[config.mk]
export PLATFORM = sky130hd
export DESIGN_NAME = dp_fast_train
export DESIGN_NICKNAME = d
export VERILOG_FILES = /design/src/rtl/dpft_pkg.sv /design/src/rtl/dpft_dpath.sv /design/src/rtl/dpft_ctrl.sv /design/src/rtl/dp_fast_train.sv
export SDC_FILE = /design/constraint.sdc
export NUM_CORES = 1
export LEC_CHECK = 0
export BUFFER_PORTS_ARGS = -buffer_cell sky130_fd_sc_hd__buf_2
export CAP_MARGIN = 20
export CORE_ASPECT_RATIO = 1.4
export CORE_MARGIN = 5
export CORE_UTILIZATION = 56
export CTS_CLUSTER_DIAMETER = 150
export DETAILED_ROUTE_END_ITERATION = 6
export GPL_TIMING_DRIVEN = 0
export PLACE_DENSITY = 0.83
export SYNTH_ARGS = -nofsm -noshare
export SYNTH_HDL_FRONTEND = slang
export SYNTH_SLANG_ARGS = --single-unit
[constraint.sdc]
create_clock -name clk -period 3.1 [get_ports clk]
set_input_delay 0.31 -clock clk [delete_from_list [all_inputs] [get_ports clk]]
set_output_delay 0.31 -clock clk [all_outputs]
set_load 0.03 [all_outputs]
[src/rtl/dpft_pkg.sv]
package dpft_pkg;

  localparam int AUX_AW    = 20;
  localparam int MAX_LANES = 4;
  localparam int LANE_IW   = $clog2(MAX_LANES);
  localparam int STAT_W    = 4 * MAX_LANES;

  localparam logic [AUX_AW-1:0] ADDR_CODING  = 20'h00108;
  localparam logic [AUX_AW-1:0] ADDR_PATTERN = 20'h00102;
  localparam logic [AUX_AW-1:0] ADDR_LANE0   = 20'h00103;
  localparam logic [AUX_AW-1:0] ADDR_EDPCFG  = 20'h0010A;
  localparam logic [AUX_AW-1:0] ADDR_STAT01  = 20'h00202;
  localparam logic [AUX_AW-1:0] ADDR_STAT23  = 20'h00203;

  localparam logic [7:0] VAL_8B10B     = 8'h01;
  localparam logic [7:0] VAL_DRIVE     = 8'h24;
  localparam logic [7:0] VAL_PAT1      = 8'h21;
  localparam logic [7:0] VAL_PAT3_FAST = 8'h23;
  localparam logic [7:0] VAL_PAT3_STD  = 8'h22;
  localparam logic [7:0] VAL_PAT_OFF   = 8'h00;
  localparam logic [7:0] RATE_FAST     = 8'h14;
  localparam logic [3:0] NIBBLE_OK     = 4'h7;

  localparam logic [1:0] PSEL_NONE = 2'd0;
  localparam logic [1:0] PSEL_P1   = 2'd1;
  localparam logic [1:0] PSEL_P3   = 2'd3;

  typedef enum logic [3:0] {
    ST_IDLE, ST_CODING, ST_SCRAM, ST_PATTERN, ST_LANESET,
    ST_WAIT, ST_RDLO, ST_RDHI, ST_CHECK
  } stateT;

  typedef enum logic [1:0] {PH_CR, PH_EQ, PH_OFF} phaseT;

  typedef struct packed {
    logic cfgLoad;
    logic laneClr;
    logic laneInc;
    logic waitClr;
    logic waitRun;
    logic capLo;
    logic capHi;
  } strobeT;

endpackage

[src/rtl/dpft_dpath.sv]
module dpft_dpath
  import dpft_pkg::*;
#(
  parameter int WAIT_CYCLES = 52000
) (
  input  logic              clk,
  input  logic              rstN,
  input  strobeT            stb,
  input  stateT             state,
  input  phaseT             phase,
  input  logic [2:0]        laneCountIn,
  input  logic [7:0]        rateCodeIn,
  input  logic              scramEnIn,
  input  logic [7:0]        auxRdata,
  output logic              cfgValid,
  output logic              laneLast,
  output logic              waitDone,
  output logic              crOk,
  output logic              fullOk,
  output logic              auxWrite,
  output logic [AUX_AW-1:0] auxAddr,
  output logic [7:0]        auxWdata
);

  localparam int CNT_W = $clog2(WAIT_CYCLES + 1);
  localparam logic [CNT_W-1:0] CNT_LAST = CNT_W'(WAIT_CYCLES - 1);

  logic [2:0]         laneCnt;
  logic [7:0]         rateCode;
  logic               scramEn;
  logic [LANE_IW-1:0] laneIdx;
  logic [CNT_W-1:0]   waitCnt;
  logic [7:0]         statLo;
  logic [7:0]         statHi;
  logic [STAT_W-1:0]  status;
  logic [MAX_LANES-1:0] laneOn;
  logic [MAX_LANES-1:0] laneCr;
  logic [MAX_LANES-1:0] laneFull;
  logic [7:0]         patVal;

  assign cfgValid = (laneCountIn == 3'd1) || (laneCountIn == 3'd2) ||
                    (laneCountIn == 3'd4);

  always_ff @(posedge clk or negedge rstN) begin
    if (!rstN) begin
      laneCnt  <= 3'd0;
      rateCode <= 8'd0;
      scramEn  <= 1'b0;
      laneIdx  <= '0;
      waitCnt  <= '0;
      statLo   <= 8'd0;
      statHi   <= 8'd0;
    end else begin
      if (stb.cfgLoad) begin
        laneCnt  <= laneCountIn;
        rateCode <= rateCodeIn;
        scramEn  <= scramEnIn;
      end
      if (stb.laneClr)      laneIdx <= '0;
      else if (stb.laneInc) laneIdx <= laneIdx + 1'b1;
      if (stb.waitClr)      waitCnt <= '0;
      else if (stb.waitRun) waitCnt <= waitCnt + 1'b1;
      if (stb.capLo) statLo <= auxRdata;
      if (stb.capHi) statHi <= auxRdata;
    end
  end

  assign laneLast = (3'(laneIdx) == (laneCnt - 3'd1));
  assign waitDone = (waitCnt == CNT_LAST);
  assign status   = {statHi, statLo};

  for (genvar g = 0; g < MAX_LANES; g++) begin : g_lane
    assign laneOn[g]   = (3'(g) < laneCnt);
    assign laneCr[g]   = !laneOn[g] || status[4*g];
    assign laneFull[g] = !laneOn[g] || (status[4*g+3:4*g] == NIBBLE_OK);
  end

  assign crOk   = &laneCr;
  assign fullOk = &laneFull;

  always_comb begin
    case (phase)
      PH_CR:   patVal = VAL_PAT1;
      PH_EQ:   patVal = (rateCode == RATE_FAST) ? VAL_PAT3_FAST : VAL_PAT3_STD;
      default: patVal = VAL_PAT_OFF;
    endcase
  end

  always_comb begin
    auxWrite = 1'b1;
    auxAddr  = ADDR_CODING;
    auxWdata = 8'h00;
    case (state)
      ST_CODING:  begin auxAddr = ADDR_CODING;  auxWdata = VAL_8B10B; end
      ST_SCRAM:   begin auxAddr = ADDR_EDPCFG;  auxWdata = {7'd0, scramEn}; end
      ST_PATTERN: begin auxAddr = ADDR_PATTERN; auxWdata = patVal; end
      ST_LANESET: begin
        auxAddr  = ADDR_LANE0 + AUX_AW'(laneIdx);
        auxWdata = VAL_DRIVE;
      end
      ST_RDLO:    begin auxAddr = ADDR_STAT01; auxWrite = 1'b0; end
      ST_RDHI:    begin auxAddr = ADDR_STAT23; auxWrite = 1'b0; end
      default:    begin auxAddr = ADDR_CODING; auxWdata = 8'h00; end
    endcase
  end

endmodule

[src/rtl/dpft_ctrl.sv]
module dpft_ctrl
  import dpft_pkg::*;
(
  input  logic       clk,
  input  logic       rstN,
  input  logic       start,
  input  logic       cfgValid,
  input  logic       auxDone,
  input  logic       auxErr,
  input  logic       laneLast,
  input  logic       waitDone,
  input  logic       crOk,
  input  logic       fullOk,
  output stateT      state,
  output phaseT      phase,
  output strobeT     stb,
  output logic       auxReq,
  output logic [1:0] patSel,
  output logic       busy,
  output logic       done,
  output logic       pass
);

  stateT      stateN;
  phaseT      phaseN;
  logic       waitRsp;
  logic [1:0] patSelN;
  logic       doneN;
  logic       passN;
  logic       isAux;
  logic       rspOk;
  logic       rspBad;

  assign isAux = (state == ST_CODING) || (state == ST_SCRAM) ||
                 (state == ST_PATTERN) || (state == ST_LANESET) ||
                 (state == ST_RDLO) || (state == ST_RDHI);
  assign auxReq = isAux && !waitRsp;
  assign rspOk  = isAux && waitRsp && auxDone && !auxErr;
  assign rspBad = isAux && waitRsp && auxDone && auxErr;
  assign busy   = (state != ST_IDLE);

  always_comb begin
    stateN  = state;
    phaseN  = phase;
    patSelN = patSel;
    doneN   = 1'b0;
    passN   = pass;
    stb     = '0;
    stb.waitRun = (state == ST_WAIT);
    if (rspBad) begin
      stateN  = ST_IDLE;
      doneN   = 1'b1;
      passN   = 1'b0;
      patSelN = PSEL_NONE;
    end else begin
      case (state)
        ST_IDLE: if (start) begin
          if (cfgValid) begin
            stateN      = ST_CODING;
            stb.cfgLoad = 1'b1;
          end else begin
            doneN = 1'b1;
            passN = 1'b0;
          end
        end
        ST_CODING: if (rspOk) begin
          stateN  = ST_PATTERN;
          phaseN  = PH_CR;
          patSelN = PSEL_P1;
        end
        ST_SCRAM: if (rspOk) begin
          stateN  = ST_PATTERN;
          patSelN = PSEL_P3;
        end
        ST_PATTERN: if (rspOk) begin
          if (phase == PH_OFF) begin
            stateN = ST_RDLO;
          end else begin
            stateN      = ST_LANESET;
            stb.laneClr = 1'b1;
          end
        end
        ST_LANESET: if (rspOk) begin
          if (laneLast) begin
            stateN      = ST_WAIT;
            stb.waitClr = 1'b1;
          end else begin
            stb.laneInc = 1'b1;
          end
        end
        ST_WAIT: if (waitDone) stateN = ST_RDLO;
        ST_RDLO: if (rspOk) begin
          stateN    = ST_RDHI;
          stb.capLo = 1'b1;
        end
        ST_RDHI: if (rspOk) begin
          stateN    = ST_CHECK;
          stb.capHi = 1'b1;
        end
        ST_CHECK: begin
          case (phase)
            PH_CR: if (crOk) begin
              stateN = ST_SCRAM;
              phaseN = PH_EQ;
            end
            PH_EQ: if (fullOk) begin
              stateN  = ST_PATTERN;
              phaseN  = PH_OFF;
              patSelN = PSEL_NONE;
            end
            default: ;
          endcase
          if ((phase == PH_OFF) ||
              ((phase == PH_CR) && !crOk) ||
              ((phase == PH_EQ) && !fullOk)) begin
            stateN  = ST_IDLE;
            doneN   = 1'b1;
            passN   = (phase == PH_OFF) && fullOk;
            patSelN = PSEL_NONE;
          end
        end
        default: stateN = ST_IDLE;
      endcase
    end
  end

  always_ff @(posedge clk or negedge rstN) begin
    if (!rstN) begin
      state   <= ST_IDLE;
      phase   <= PH_CR;
      waitRsp <= 1'b0;
      patSel  <= PSEL_NONE;
      done    <= 1'b0;
      pass    <= 1'b0;
    end else begin
      state  <= stateN;
      phase  <= phaseN;
      patSel <= patSelN;
      done   <= doneN;
      pass   <= passN;
      if (auxReq)                         waitRsp <= 1'b1;
      else if (isAux && waitRsp && auxDone) waitRsp <= 1'b0;
    end
  end

endmodule

[src/rtl/dp_fast_train.sv]
module dp_fast_train
  import dpft_pkg::*;
#(
  parameter int CLK_HZ  = 100_000_000,
  parameter int WAIT_US = 520
) (
  input  logic              clk,
  input  logic              rstN,
  input  logic              start,
  input  logic [2:0]        laneCount,
  input  logic [7:0]        rateCode,
  input  logic              scramRstEn,
  output logic              auxReq,
  output logic              auxWrite,
  output logic [AUX_AW-1:0] auxAddr,
  output logic [7:0]        auxWdata,
  input  logic              auxDone,
  input  logic              auxErr,
  input  logic [7:0]        auxRdata,
  output logic [1:0]        patSel,
  output logic              busy,
  output logic              done,
  output logic              pass
);

  localparam int WAIT_RAW    = ((CLK_HZ / 1000) * WAIT_US) / 1000;
  localparam int WAIT_CYCLES = (WAIT_RAW < 1) ? 1 : WAIT_RAW;

  stateT  state;
  phaseT  phase;
  strobeT stb;
  logic   cfgValid;
  logic   laneLast;
  logic   waitDone;
  logic   crOk;
  logic   fullOk;

  dpft_ctrl u_ctrl (
    .clk      (clk),
    .rstN     (rstN),
    .start    (start),
    .cfgValid (cfgValid),
    .auxDone  (auxDone),
    .auxErr   (auxErr),
    .laneLast (laneLast),
    .waitDone (waitDone),
    .crOk     (crOk),
    .fullOk   (fullOk),
    .state    (state),
    .phase    (phase),
    .stb      (stb),
    .auxReq   (auxReq),
    .patSel   (patSel),
    .busy     (busy),
    .done     (done),
    .pass     (pass)
  );

  dpft_dpath #(.WAIT_CYCLES(WAIT_CYCLES)) u_dpath (
    .clk         (clk),
    .rstN        (rstN),
    .stb         (stb),
    .state       (state),
    .phase       (phase),
    .laneCountIn (laneCount),
    .rateCodeIn  (rateCode),
    .scramEnIn   (scramRstEn),
    .auxRdata    (auxRdata),
    .cfgValid    (cfgValid),
    .laneLast    (laneLast),
    .waitDone    (waitDone),
    .crOk        (crOk),
    .fullOk      (fullOk),
    .auxWrite    (auxWrite),
    .auxAddr     (auxAddr),
    .auxWdata    (auxWdata)
  );

endmodule

-- Word-level counts from Yosys, hierarchy flattened
Cells that the tools add are included.
- $lt $le $gt $ge: 4
- bitwise gates (word level): 1
- reductions and logical operators: 50
- add/subtract/negate cells: 4
- eq/ne operators: 42
- multiplexer cells: 64
- operators with widths (operator ; number):
    one-hot mux 20 bit (5 select lines) ; 1
    two-way mux 4 bit ; 14
    == test 4 x 3 -> 1 bit (second input constant) ; 8
    two-way mux 16 bit ; 2
    one-hot mux 4 bit (8 select lines) ; 1
    one-hot mux 8 bit (4 select lines) ; 1
    two-way mux 2 bit ; 15
    != test 3 x 1 -> 1 bit (second input constant) ; 10
    two-way mux 1 bit ; 23
    != test 3 x 2 -> 1 bit (second input constant) ; 6
    logical OR 1 bit ; 17
    adder 16 x 1 -> 16 bit (second input constant) ; 1
    == test 16 bit (second input constant) ; 1
    one-hot mux 8 bit (2 select lines) ; 1
    AND reduction 12 bit ; 1
    AND reduction 4 bit ; 3
    adder 9 x 2 -> 10 bit (first input constant) ; 1
    != test 5 x 3 -> 1 bit (second input constant) ; 2
    == test 4 x 2 -> 1 bit (second input constant) ; 2
    == test 8 x 5 -> 1 bit (second input constant) ; 1
    logical AND 1 bit ; 8
    zero test 1 bit ; 8
    != test 4 x 1 -> 1 bit (second input constant) ; 2
    one-hot mux 2 bit (2 select lines) ; 2
    26 further kinds ; 34
- word-level logic and storage cells: 178
- register bits after elaboration: 57

-- Logic depth before layout (Yosys ltp)
Gate-level depths: netlist of run 1.
- depth after elaboration: 14
- depth in mapped cells: 8

-- Cells and area by module
From an unflattened synthesis of run 1, not the netlist that was laid out.
- cells, all modules: 339
- area total of the unflattened synthesis: 3286.9 um^2
- by module, submodules not included (module ; cells an instance ; sequential area each (um^2) ; area each (um^2) ; instances):
    dpft_dpath ; 234 ; 1151.1 ; 2426.1 ; 1
    dpft_ctrl ; 105 ; 275.3 ; 860.8 ; 1

-- Worst setup path before layout of run 1
Ideal clock, no wire load.
- path kind: register to output
- from: reg u_ctrl.state[0]
- to: out auxWdata[1]
- slack: 797 ps
- stages on the path, launching flop included: 4
- path buffers: 1
- arrival: 1993 ps
- path through: dfrtp_1 clkbuf_1 nand2_1 nor4b_1
- cells in the longest elaborated chain, start to end: 2
- elaborated cells on any way between the ends: 5
- RTL lines (what ; line ; RTL):
    start, declared ; dpft_ctrl.sv:14 ; output stateT state,
    start signal, assigned ; dpft_ctrl.sv:136 ; state <= stateN;
    == test 4 x 3 -> 1 bit, or another cell as far along ; dpft_dpath.sv:93 ; case (state)
    one-hot mux 8 bit (4 select lines) (*) ; dpft_dpath.sv:93 ;
    end, declared ; dp_fast_train.sv:16 ; output logic [7:0] auxWdata,
Every way passes the cells marked *; elsewhere a longest branch is shown, timed or not.

-- Worst setup path after layout of run 1
- from: reg u_ctrl.state[0]
- to: out auxWdata[5]
The elaborated chain is that of the path after synthesis.

==> flow_metrics.py, run 1 <==
metrics = {
    "die": {
        "dieHeight_um": 101,
        "row_count": 33,
        "core_um2": 5780,
        "start_util_pct": 56.8,
        "io-pin-count": 60,
        "die_area_um2": 7520,
        "die_w_um": 74.7,
    },
    "clock_tree": {
        "post_cts_resized": 0,
        "htree_levels": 3,
        "cts_tree": "yes",
        "clockRootBuffer": "clkbuf_8",
        "path_clk_slew_ns": 0.06,
        "clk_path_buf_depth": 2,
        "clkLatencyLatePin_ns": 0.34,
        "cts_buffers": 9,
        "cts.sinks": 57,
    },
    "setup_path": {
        "ff2ff_setup_slack_ns": 0.75,
        "r2r_cells": 7,
        "cp.required_ns": 2.79,
        "critPathLaunchType": "flop",
        "crit_arrival_ns": 2.16,
        "cp-end-kind": "primary output",
        "critPathLaunch": "u_ctrl.state[0]",
        "crit_type": "reg -> out",
        "crit_fanout": 10,
        "worst_r2r_endpoint": "u_dpath.statLo[6]",
        "r2r_start": "u_ctrl.state[2]",
    },
    "logic_synthesis": {
        "synth.distinct_cells": 57,
        "synth_flop_cell": "dfrtp_1",
        "synth_area_um2": 3290,
        "synth_top_cell_by_area": "dfrtp_1",
        "synth_area_leaders": "dfrtp_1, mux2_2, buf_4",
        "yosysWarnings": 0,
        "synth_area_per_cell_um2": 10.0,
        "synthCells": 328,
        "ys_top_cells_by_count": "dfrtp_1, mux2_2, nor2_1",
        "synth_top_area_share_pct": 43.4,
        "ys_seq_area_share_pct": 43.4,
        "async_flop_share_pct": 100,
        "synth-seq-cells": 57,
        "synth_edf_count": 0,
        "synth_most_common_cell": "dfrtp_1",
    },
    "power": {
        "p_leak_nw": 1.82,
        "peakVddDrop_mv": 0.578,
        "power.total_w": 0.00384,
        "p_int_w": 0.00219,
        "clock_power_share_pct": 18.0,
        "swShare_pct": 42.9,
        "comb_power_share_pct": 47.8,
        "p_seq_share_pct": 34.2,
        "p_sw_w": 0.00165,
        "power_density_nw_per_um2": 992,
    },
    "timing": {
        "post-route-period-util_pct": 79.7,
        "rsz0062_at_grt": "no",
        "post-route-min-period_ns": 2.47,
        "layout_setup_ws_ns": 0.628,
        "fin_skew_ns": 0.00678,
        "fin_setup_tns_ns": 0,
        "setup-violations-final": 0,
        "relSlewSlack_pct": 54.5,
        "report.final.slew_viol_count": 0,
        "fmax_mhz": 405,
        "hold_viol": 0,
        "tightest_slew_ns": 0.674,
    },
    "place": {
        "place.gp.congestion": 0.920,
        "dp_hpwl_um": 5790,
        "portBuffers": 41,
        "dpl.cell_count": 457,
        "place_ws_ns": 0.764,
    },
    "finish": {
        "fill_cells": 448,
        "finish.utilization_pct": 66.9,
        "area_growth_pct": 17.7,
        "multi_input_area_um2": 1670,
        "num_antenna_cells": 0,
        "layout.cells.non_filler": 473,
        "layout.nets": 428,
        "drive_gt1_share_pct": 28.8,
        "regArea_um2": 1430,
    },
    "routing": {
        "drtAntennaViolNets": 0,
        "num_vias": 2739,
        "wl_per_cell_um": 16.1,
        "via_per_inst": 5.79,
        "drt_first_pass_iters": 4,
        "drt_iter0_drc": 157,
        "wirelength_um": 7630,
        "drt_drc_violations_left": 0,
    },
    "hold_path": {
        "min_delay_path_depth": 2,
        "hp-start": "rateCode[5]",
        "worst_hold_path.endpoint": "u_dpath.rateCode[5]",
        "hold_class": "in -> reg",
    },
    "global_route": {
        "overflow": 0,
        "grtUsageTotal_pct": 22.4,
        "grt_pass1_wl_um": 12800,
        "antenna_found_initial": 0,
        "grt_max_degree": 33,
        "grt_pass1_vias": 2802,
    },
    "status": {
        "status": "finished, final reports clean",
    },
    "job": {
        "cap_violations": 0,
    },
}
logic make-up after synthesis:
family | synth area share (%)
xor+xnor | 4.80
simple gates | 18.8
flops | 43.4
compound gates | 12.6
mux | 10.9
buf+inv | 7.81
other cells | 0.114
fa+ha+maj | 1.52
routing by layer:
layer / up-vias / GRT usage (%) / routed length, µm
met3: 32 / 5.29 / 423
met4: 0 / 12.6 / 331
li1: 1284 / - / -
met2: 94 / 38.8 / 4130
met5: - / 0 / 0
met1: 1329 / 24.4 / 2750
sequential cells by signal, indices dropped and copies added, names as in the netlist, 2 cells and up:
name and cells:
u_dpath.laneIdx 2, u_dpath.statLo 8, u_dpath.waitCnt 16, u_ctrl.phase 2
u_ctrl.state 4, u_dpath.laneCnt 3, u_ctrl.patSel 2, u_dpath.statHi 8
u_dpath.rateCode 8
through the flow:
| step | area, µm² | hold WS, ns |
|---|---|---|
| 2_1_floorplan | 3350 | 0.0144 |
| 3_3_place_gp | 3640 | 0.483 |
| 5_1_grt | 3870 | 0.197 |
| 6_report | 3870 | 0.201 |
| 4_1_cts | 3870 | 0.195 |
| 3_5_place_dp | 3660 | 0.354 |
power groups by stage:
stage / clock [W] / sequential, W / combinational, W
after global routing: 0.000746 / 0.00135 / 0.00202
after floorplan: 0 / 0.00127 / 0.00140
after global placement: 0 / 0.00130 / 0.00177
after CTS: 0.000704 / 0.00131 / 0.00183
after detailed placement: 0 / 0.00132 / 0.00182
final: 0.000691 / 0.00131 / 0.00183
worst max-delay path by stage:
stage                   endpoint  slack (ns)  depth (start not counted)
2_1_floorplan        auxWdata[1]        0.80                          3
3_3_place_gp   u_dpath.statLo[2]        0.78                          7
3_5_place_dp   u_dpath.statLo[2]        0.76                          7
4_1_cts              auxWdata[5]        0.63                          5
5_1_grt              auxWdata[5]        0.46                          5
6_report             auxWdata[5]        0.63                          5
placed cells by master (no fill, tap or decap), types with 3 or more instances in the layout:
master / n
dfrtp_1: 57
nor4bb_1: 3
o22ai_1: 3
nor4b_1: 3
a21oi_1: 11
o21a_1: 3
nand4_1: 6
and4_1: 4
clkbuf_8: 11
or3_1: 4
nand4b_1: 5
mux2_2: 29
buf_4: 19
xor2_1: 13
inv_1: 14
mux2i_1: 3
nand2_1: 19
conb_1: 18
xnor2_1: 5
nand3_1: 14
clkbuf_1: 11
nor2_1: 29
o21ai_0: 13
a211oi_1: 4
ha_1: 4
buf_2: 45
repair_timing:
action,CTS,global route
hold buffers,1,0
buffers inserted,0,0
endpoints found under the hold margin,18,0
worst max-delay path, stage by stage (launching register included):
cell,delay [ns]
dfrtp_1,0.45
clkbuf_1,0.45
nand2_1,0.26
o32a_1,0.34
nor2_1,0.10
buf_2,0.22
area by class of cell:
class,count,area share (%)
Multi-Input combinational cell,240,43.1
Sequential cell,57,36.9
Timing Repair Buffer,43,6.08
Buffer,34,5.27
Clock buffer,12,4.01
Tap cell,70,2.26
Inverter,14,1.36
Clock inverter,3,1.04
(Power assumes the default switching activity.)
==> inputs of run 2 (changes only) <==
--- a/config.mk
+++ b/config.mk
@@ -5,15 +5,16 @@
 export SDC_FILE = /design/constraint.sdc
 export NUM_CORES = 1
 export LEC_CHECK = 0
+export ABC_AREA = 1
 export BUFFER_PORTS_ARGS = -buffer_cell sky130_fd_sc_hd__buf_2
 export CAP_MARGIN = 20
 export CORE_ASPECT_RATIO = 1.4
 export CORE_MARGIN = 5
-export CORE_UTILIZATION = 56
+export CORE_UTILIZATION = 51
 export CTS_CLUSTER_DIAMETER = 150
 export DETAILED_ROUTE_END_ITERATION = 6
 export GPL_TIMING_DRIVEN = 0
-export PLACE_DENSITY = 0.83
+export PLACE_DENSITY = 0.8
 export SYNTH_ARGS = -nofsm -noshare
 export SYNTH_HDL_FRONTEND = slang
 export SYNTH_SLANG_ARGS = --single-unit
==> constraint.sdc (replaced) <==
create_clock -name clk -period 2.1 [get_ports clk]
set_input_delay 0.21 -clock clk [delete_from_list [all_inputs] [get_ports clk]]
set_output_delay 0.21 -clock clk [all_outputs]
set_load 0.03 [all_outputs]
==> flow_metrics.py, run 2 <==
metrics = {
    "status": {
        "status": "finished, final reports clean",
    },
    "setup_path": {
        "crit_arrival_ns": 1.73,
        "worst_r2r_endpoint": "u_dpath.statLo[2]",
        "crit_type": "reg -> out",
        "cp-end-kind": "primary output",
        "cp.required_ns": 1.89,
        "r2r_cells": 8,
        "critPathLaunchType": "flop",
        "ff2ff_setup_slack_ns": 0.19,
        "crit_fanout": 8,
        "r2r_start": "u_ctrl.state[3]",
    },
    "global_route": {
        "grtUsageTotal_pct": 18.8,
        "grt_max_degree": 41,
        "grt_pass1_vias": 2883,
        "grt_pass1_wl_um": 12500,
        "overflow": 0,
        "antenna_found_initial": 0,
    },
    "logic_synthesis": {
        "synth_top_area_share_pct": 42.3,
        "synthCells": 437,
        "ys_seq_area_share_pct": 42.3,
        "synth_flop_cell": "dfrtp_1",
        "synth_area_um2": 3370,
        "async_flop_share_pct": 100,
        "synth_most_common_cell": "nand2_1",
        "synth-seq-cells": 57,
        "synth_edf_count": 0,
        "synth_area_leaders": "dfrtp_1, nand2_1, inv_1",
        "synth_top_cell_by_area": "dfrtp_1",
        "synth_area_per_cell_um2": 7.71,
        "synth.distinct_cells": 40,
        "ys_top_cells_by_count": "nand2_1, inv_1, dfrtp_1",
        "yosysWarnings": 0,
    },
    "die": {
        "row_count": 35,
        "dieHeight_um": 106,
        "die_w_um": 78.7,
        "die_area_um2": 8350,
        "core_um2": 6530,
        "start_util_pct": 51.6,
        "io-pin-count": 60,
    },
    "routing": {
        "drtAntennaViolNets": 0,
        "via_per_inst": 5.09,
        "wl_per_cell_um": 12.5,
        "wirelength_um": 7340,
        "drt_drc_violations_left": 0,
        "drt_first_pass_iters": 6,
        "num_vias": 2982,
        "drt_iter0_drc": 204,
    },
    "timing": {
        "fin_setup_tns_ns": 0,
        "post-route-min-period_ns": 1.94,
        "layout_setup_ws_ns": 0.160,
        "post-route-period-util_pct": 92.4,
        "fmax_mhz": 516,
        "setup-violations-final": 0,
        "report.final.slew_viol_count": 0,
        "rsz0062_at_grt": "no",
        "fin_skew_ns": 0.00376,
        "hold_viol": 0,
    },
    "clock_tree": {
        "cts.sinks": 57,
        "post_cts_buffers": 0,
        "htree_levels": 3,
        "cts_buffers": 9,
        "clockRootBuffer": "clkbuf_8",
        "clk_path_buf_depth": 2,
        "path_clk_slew_ns": 0.06,
        "clkLatencyLatePin_ns": 0.33,
        "cts_tree": "yes",
    },
    "power": {
        "p_leak_nw": 2.13,
        "power_density_nw_per_um2": 1320,
        "peakVddDrop_mv": 0.551,
        "power.total_w": 0.00524,
    },
    "hold_path": {
        "min_delay_path_depth": 3,
        "worst_hold_path.endpoint": "u_dpath.rateCode[5]",
        "hp-start": "rateCode[5]",
        "hold_class": "in -> reg",
    },
    "place": {
        "place.gp.congestion": 0.890,
        "portBuffers": 41,
        "place_area_um2": 3750,
        "place_ws_ns": 0.201,
        "dpl.cell_count": 570,
        "dp_hpwl_um": 5680,
    },
    "finish": {
        "largest-register": "u_dpath.waitCnt",
        "layout.cells.non_filler": 586,
        "fin_area_um2": 3970,
        "layout.nets": 537,
        "final_cell_mix": "nand2_1, inv_1, dfrtp_1",
        "drive_gt1_share_pct": 21.9,
        "final_common_cell": "nand2_1",
        "num_antenna_cells": 0,
        "area_growth_pct": 18.0,
        "largest_reg_flops": 16,
    },
    "job": {
        "cap_violations": 0,
    },
}
run 2: changes by cell type after synthesis, moves of 13 or more:
cell     before  now
o21ai_0      13   26
o21ai_1       0   14
nand2_1      19  101
mux2_2       29    2
inv_1        14   59
run 2: timing repair:
item / 4_1_cts / 5_1_grt
setup endpoints to repair: 0 / 15
endpoints found under the hold margin: 17 / 0
gates resized for setup: 0 / 8
hold buffers: 1 / 0
run 2: worst max-delay path by stage:
stage	startpoint	endpoint	slack, ns	cells after the start
2_1_floorplan	u_ctrl.state[3]	auxAddr[1]	0.01	5
3_3_place_gp	u_ctrl.state[3]	u_dpath.rateCode[3]	0.24	7
3_5_place_dp	u_ctrl.state[3]	u_dpath.rateCode[0]	0.20	7
4_1_cts	u_ctrl.state[1]	auxAddr[1]	0.01	7
5_1_grt	u_ctrl.state[1]	auxWdata[0]	0.02	8
6_report	u_ctrl.state[1]	auxAddr[1]	0.16	7
run 2: power breakdown:
group          total, W  internal, W  switching [W]  leakage [nW]
combinational   0.00239     0.000807        0.00158          1.34
clock           0.00102     0.000602       0.000417         0.102
sequential      0.00183      0.00153       0.000305         0.684
run 2: critical path, stage by stage, from the launching register on:
cell and delay (ns):
dfrtp_1 0.37, clkbuf_4 0.18, inv_2 0.09, nand2_2 0.12, nor2_4 0.18, inv_2 0.10, o21ai_1 0.17, buf_4 0.19
run 2: cells by family after synthesis:
logic type | count (synthesis) | share of synthesized area [%]
AO/OA/AOI/OAI | 59 | 9.73
XOR/XNOR | 5 | 1.30
adder cells (fa/ha/maj) | 4 | 1.49
buffers and inverters | 89 | 12.3
flip-flops | 57 | 42.3
multiplexers | 7 | 2.34
other | 1 | 0.111
AND/OR/NAND/NOR | 215 | 30.4
run 2: stage by stage:
step	util, %	hold slack, ns
floorplan	-	-0.0856
global placement	57.2	0.419
detailed placement	57.5	0.175
CTS	60.6	0.0732
global route	60.9	0.0834
finish	60.9	0.0805
run 2: area by class of cell:
class	count	area, µm²
well taps	74	92.6
inverters	66	248
fillers	578	2550
clock inverters	3	40.0
flip-flops and latches	57	1430
multi-input cells	308	1600
repair buffers	43	240
clock buffers	12	155
plain buffers	23	169
run 2: routing by layer:
layer	share of wire, %	up-vias	global-route usage, %
li1	-	1506	-
met1	42	1370	22.3
met2	51	90	31.8
met3	5.0	16	4.07
met4	2.2	0	9.25
met5	0	-	0
==> inputs of run 3 (changes only) <==
--- a/config.mk
+++ b/config.mk
@@ -15,6 +15,7 @@
 export DETAILED_ROUTE_END_ITERATION = 6
 export GPL_TIMING_DRIVEN = 0
 export PLACE_DENSITY = 0.8
+export RECOVER_POWER = 25
 export SYNTH_ARGS = -nofsm -noshare
 export SYNTH_HDL_FRONTEND = slang
 export SYNTH_SLANG_ARGS = --single-unit
==> flow_metrics.py, run 3 (synthesis results as in run 2) <==
metrics = {
    "status": {
        "status": "finished, final reports clean",
    },
    "place": {
        "portBuffers": 41,
        "place.gp.congestion": 0.890,
        "dp_hpwl_um": 5680,
    },
    "hold_path": {
        "min_delay_path_depth": 3,
        "hp-start": "rateCode[5]",
        "hold_class": "in -> reg",
        "worst_hold_path.endpoint": "u_dpath.rateCode[5]",
    },
    "power": {
        "p_seq_share_pct": 35.0,
        "p_sw_w": 0.00230,
        "swShare_pct": 43.9,
        "power_density_nw_per_um2": 1320,
        "clock_power_share_pct": 19.4,
        "peakVddDrop_mv": 0.551,
        "p_int_w": 0.00293,
        "comb_power_share_pct": 45.6,
        "p_leak_nw": 2.12,
        "power.total_w": 0.00524,
    },
    "global_route": {
        "grt_max_degree": 41,
        "overflow": 0,
        "grt_pass1_wl_um": 12500,
        "grt_pass1_vias": 2883,
        "grtUsageTotal_pct": 18.8,
        "antenna_found_initial": 0,
    },
    "timing": {
        "fin_setup_tns_ns": 0,
        "setup-violations-final": 0,
        "relSlewSlack_pct": 35.7,
        "fmax_mhz": 515,
        "tightest_slew_ns": 0.965,
        "rsz0062_at_grt": "no",
        "fin_skew_ns": 0.00376,
        "hold_viol": 0,
        "post-route-period-util_pct": 92.4,
        "report.final.slew_viol_count": 0,
        "post-route-min-period_ns": 1.94,
    },
    "setup_path": {
        "crit_fanout": 8,
        "worst_r2r_endpoint": "u_dpath.statLo[2]",
        "ff2ff_setup_slack_ns": 0.19,
        "r2r_cells": 8,
        "critPathLaunchType": "flop",
        "crit_arrival_ns": 1.73,
        "cp.required_ns": 1.89,
        "cp-end-kind": "primary output",
        "r2r_start": "u_ctrl.state[3]",
        "crit_type": "reg -> out",
    },
    "finish": {
        "largest_reg_flops": 16,
        "largest-register": "u_dpath.waitCnt",
        "num_antenna_cells": 0,
        "final_common_cell": "nand2_1",
        "layout.nets": 537,
        "final_cell_mix": "nand2_1, inv_1, dfrtp_1",
        "area_growth_pct": 17.6,
        "drive_gt1_share_pct": 21.7,
    },
    "routing": {
        "via_per_inst": 5.06,
        "wirelength_um": 7310,
        "num_vias": 2968,
        "drt_first_pass_iters": 5,
        "wl_per_cell_um": 12.5,
        "drt_drc_violations_left": 0,
        "drt_iter0_drc": 207,
        "drtAntennaViolNets": 0,
    },
    "clock_tree": {
        "clockRootBuffer": "clkbuf_8",
        "clkLatencyLatePin_ns": 0.33,
        "cts.sinks": 57,
        "clk_path_buf_depth": 2,
        "htree_levels": 3,
        "cts_tree": "yes",
        "path_clk_slew_ns": 0.06,
        "cts_buffers": 9,
    },
    "die": {
        "start_util_pct": 51.6,
        "core_um2": 6530,
        "die_area_um2": 8350,
        "die_w_um": 78.7,
        "dieHeight_um": 106,
        "io-pin-count": 60,
        "row_count": 35,
    },
    "job": {
        "cap_violations": 0,
    },
}
run 3: timing repair:
| action | CTS | global route |
|---|---|---|
| hold buffers | 1 | 0 |
| hold endpoints to repair | 17 | 0 |
| setup endpoints to repair | 0 | 15 |
| buffers inserted | 0 | 0 |
| gates resized for setup | 0 | 8 |
run 3: power groups by stage:
stage / sequential, W / combinational (W) / clock (W)
finish: 0.00183 / 0.00239 / 0.00102
global placement: 0.00182 / 0.00227 / 0
floorplan: 0.00182 / 0.00179 / 0
detailed placement: 0.00184 / 0.00234 / 0
global route: 0.00188 / 0.00271 / 0.00108
CTS: 0.00183 / 0.00236 / 0.00104
run 3: how the worst max path moves through the flow:
stage	startpoint	end	slack [ns]	depth (start not counted)
detailed placement	u_ctrl.state[3]	u_dpath.rateCode[0]	0.20	7
CTS	u_ctrl.state[1]	auxAddr[1]	0.01	7
global placement	u_ctrl.state[3]	u_dpath.rateCode[3]	0.24	7
global route	u_ctrl.state[1]	auxWdata[0]	0.02	8
floorplan	u_ctrl.state[3]	auxAddr[1]	0.01	5
finish	u_ctrl.state[1]	auxAddr[1]	0.16	7
run 3: area by class of cell:
type	instances	area, µm²
fill	579	2560
sequential	57	1430
inverter	66	248
buffer	23	169
tap	74	92.6
timing repair buffer	43	226
clock buffer	12	155
clock inverter	3	40.0
multi-input combinational	308	1600
run 3: worst max-delay path, cell delays in order (launching register included):
cell	delay [ns]
dfrtp_1	0.37
clkbuf_4	0.18
inv_2	0.09
nand2_2	0.12
nor2_4	0.18
inv_2	0.10
o21ai_1	0.17
buf_4	0.19
run 3: per-stage QoR:
| step | cell area (µm²) | hold slack (ns) | cells | setup WS [ns] | util (%) |
|---|---|---|---|---|---|
| final | 3960 | 0.0808 | 586 | 0.159 | 60.7 |
| after CTS | 3960 | 0.0732 | 586 | 0.00987 | 60.6 |
| after floorplan | 3430 | -0.0856 | 454 | 0.0139 | - |
| after detailed placement | 3750 | 0.175 | 570 | 0.201 | 57.5 |
| after global placement | 3730 | 0.419 | 569 | 0.236 | 57.2 |
| after global routing | 3960 | 0.0834 | 586 | 0.0232 | 60.7 |
run 3: metal layers:
| layer | track usage [%] | vias to the layer above | wire, µm |
|---|---|---|---|
| li1 | - | 1506 | - |
| met3 | 4.07 | 16 | 356 |
| met5 | 0 | - | 0 |
| met4 | 9.25 | 0 | 164 |
| met2 | 31.8 | 86 | 3740 |
| met1 | 22.3 | 1360 | 3040 |
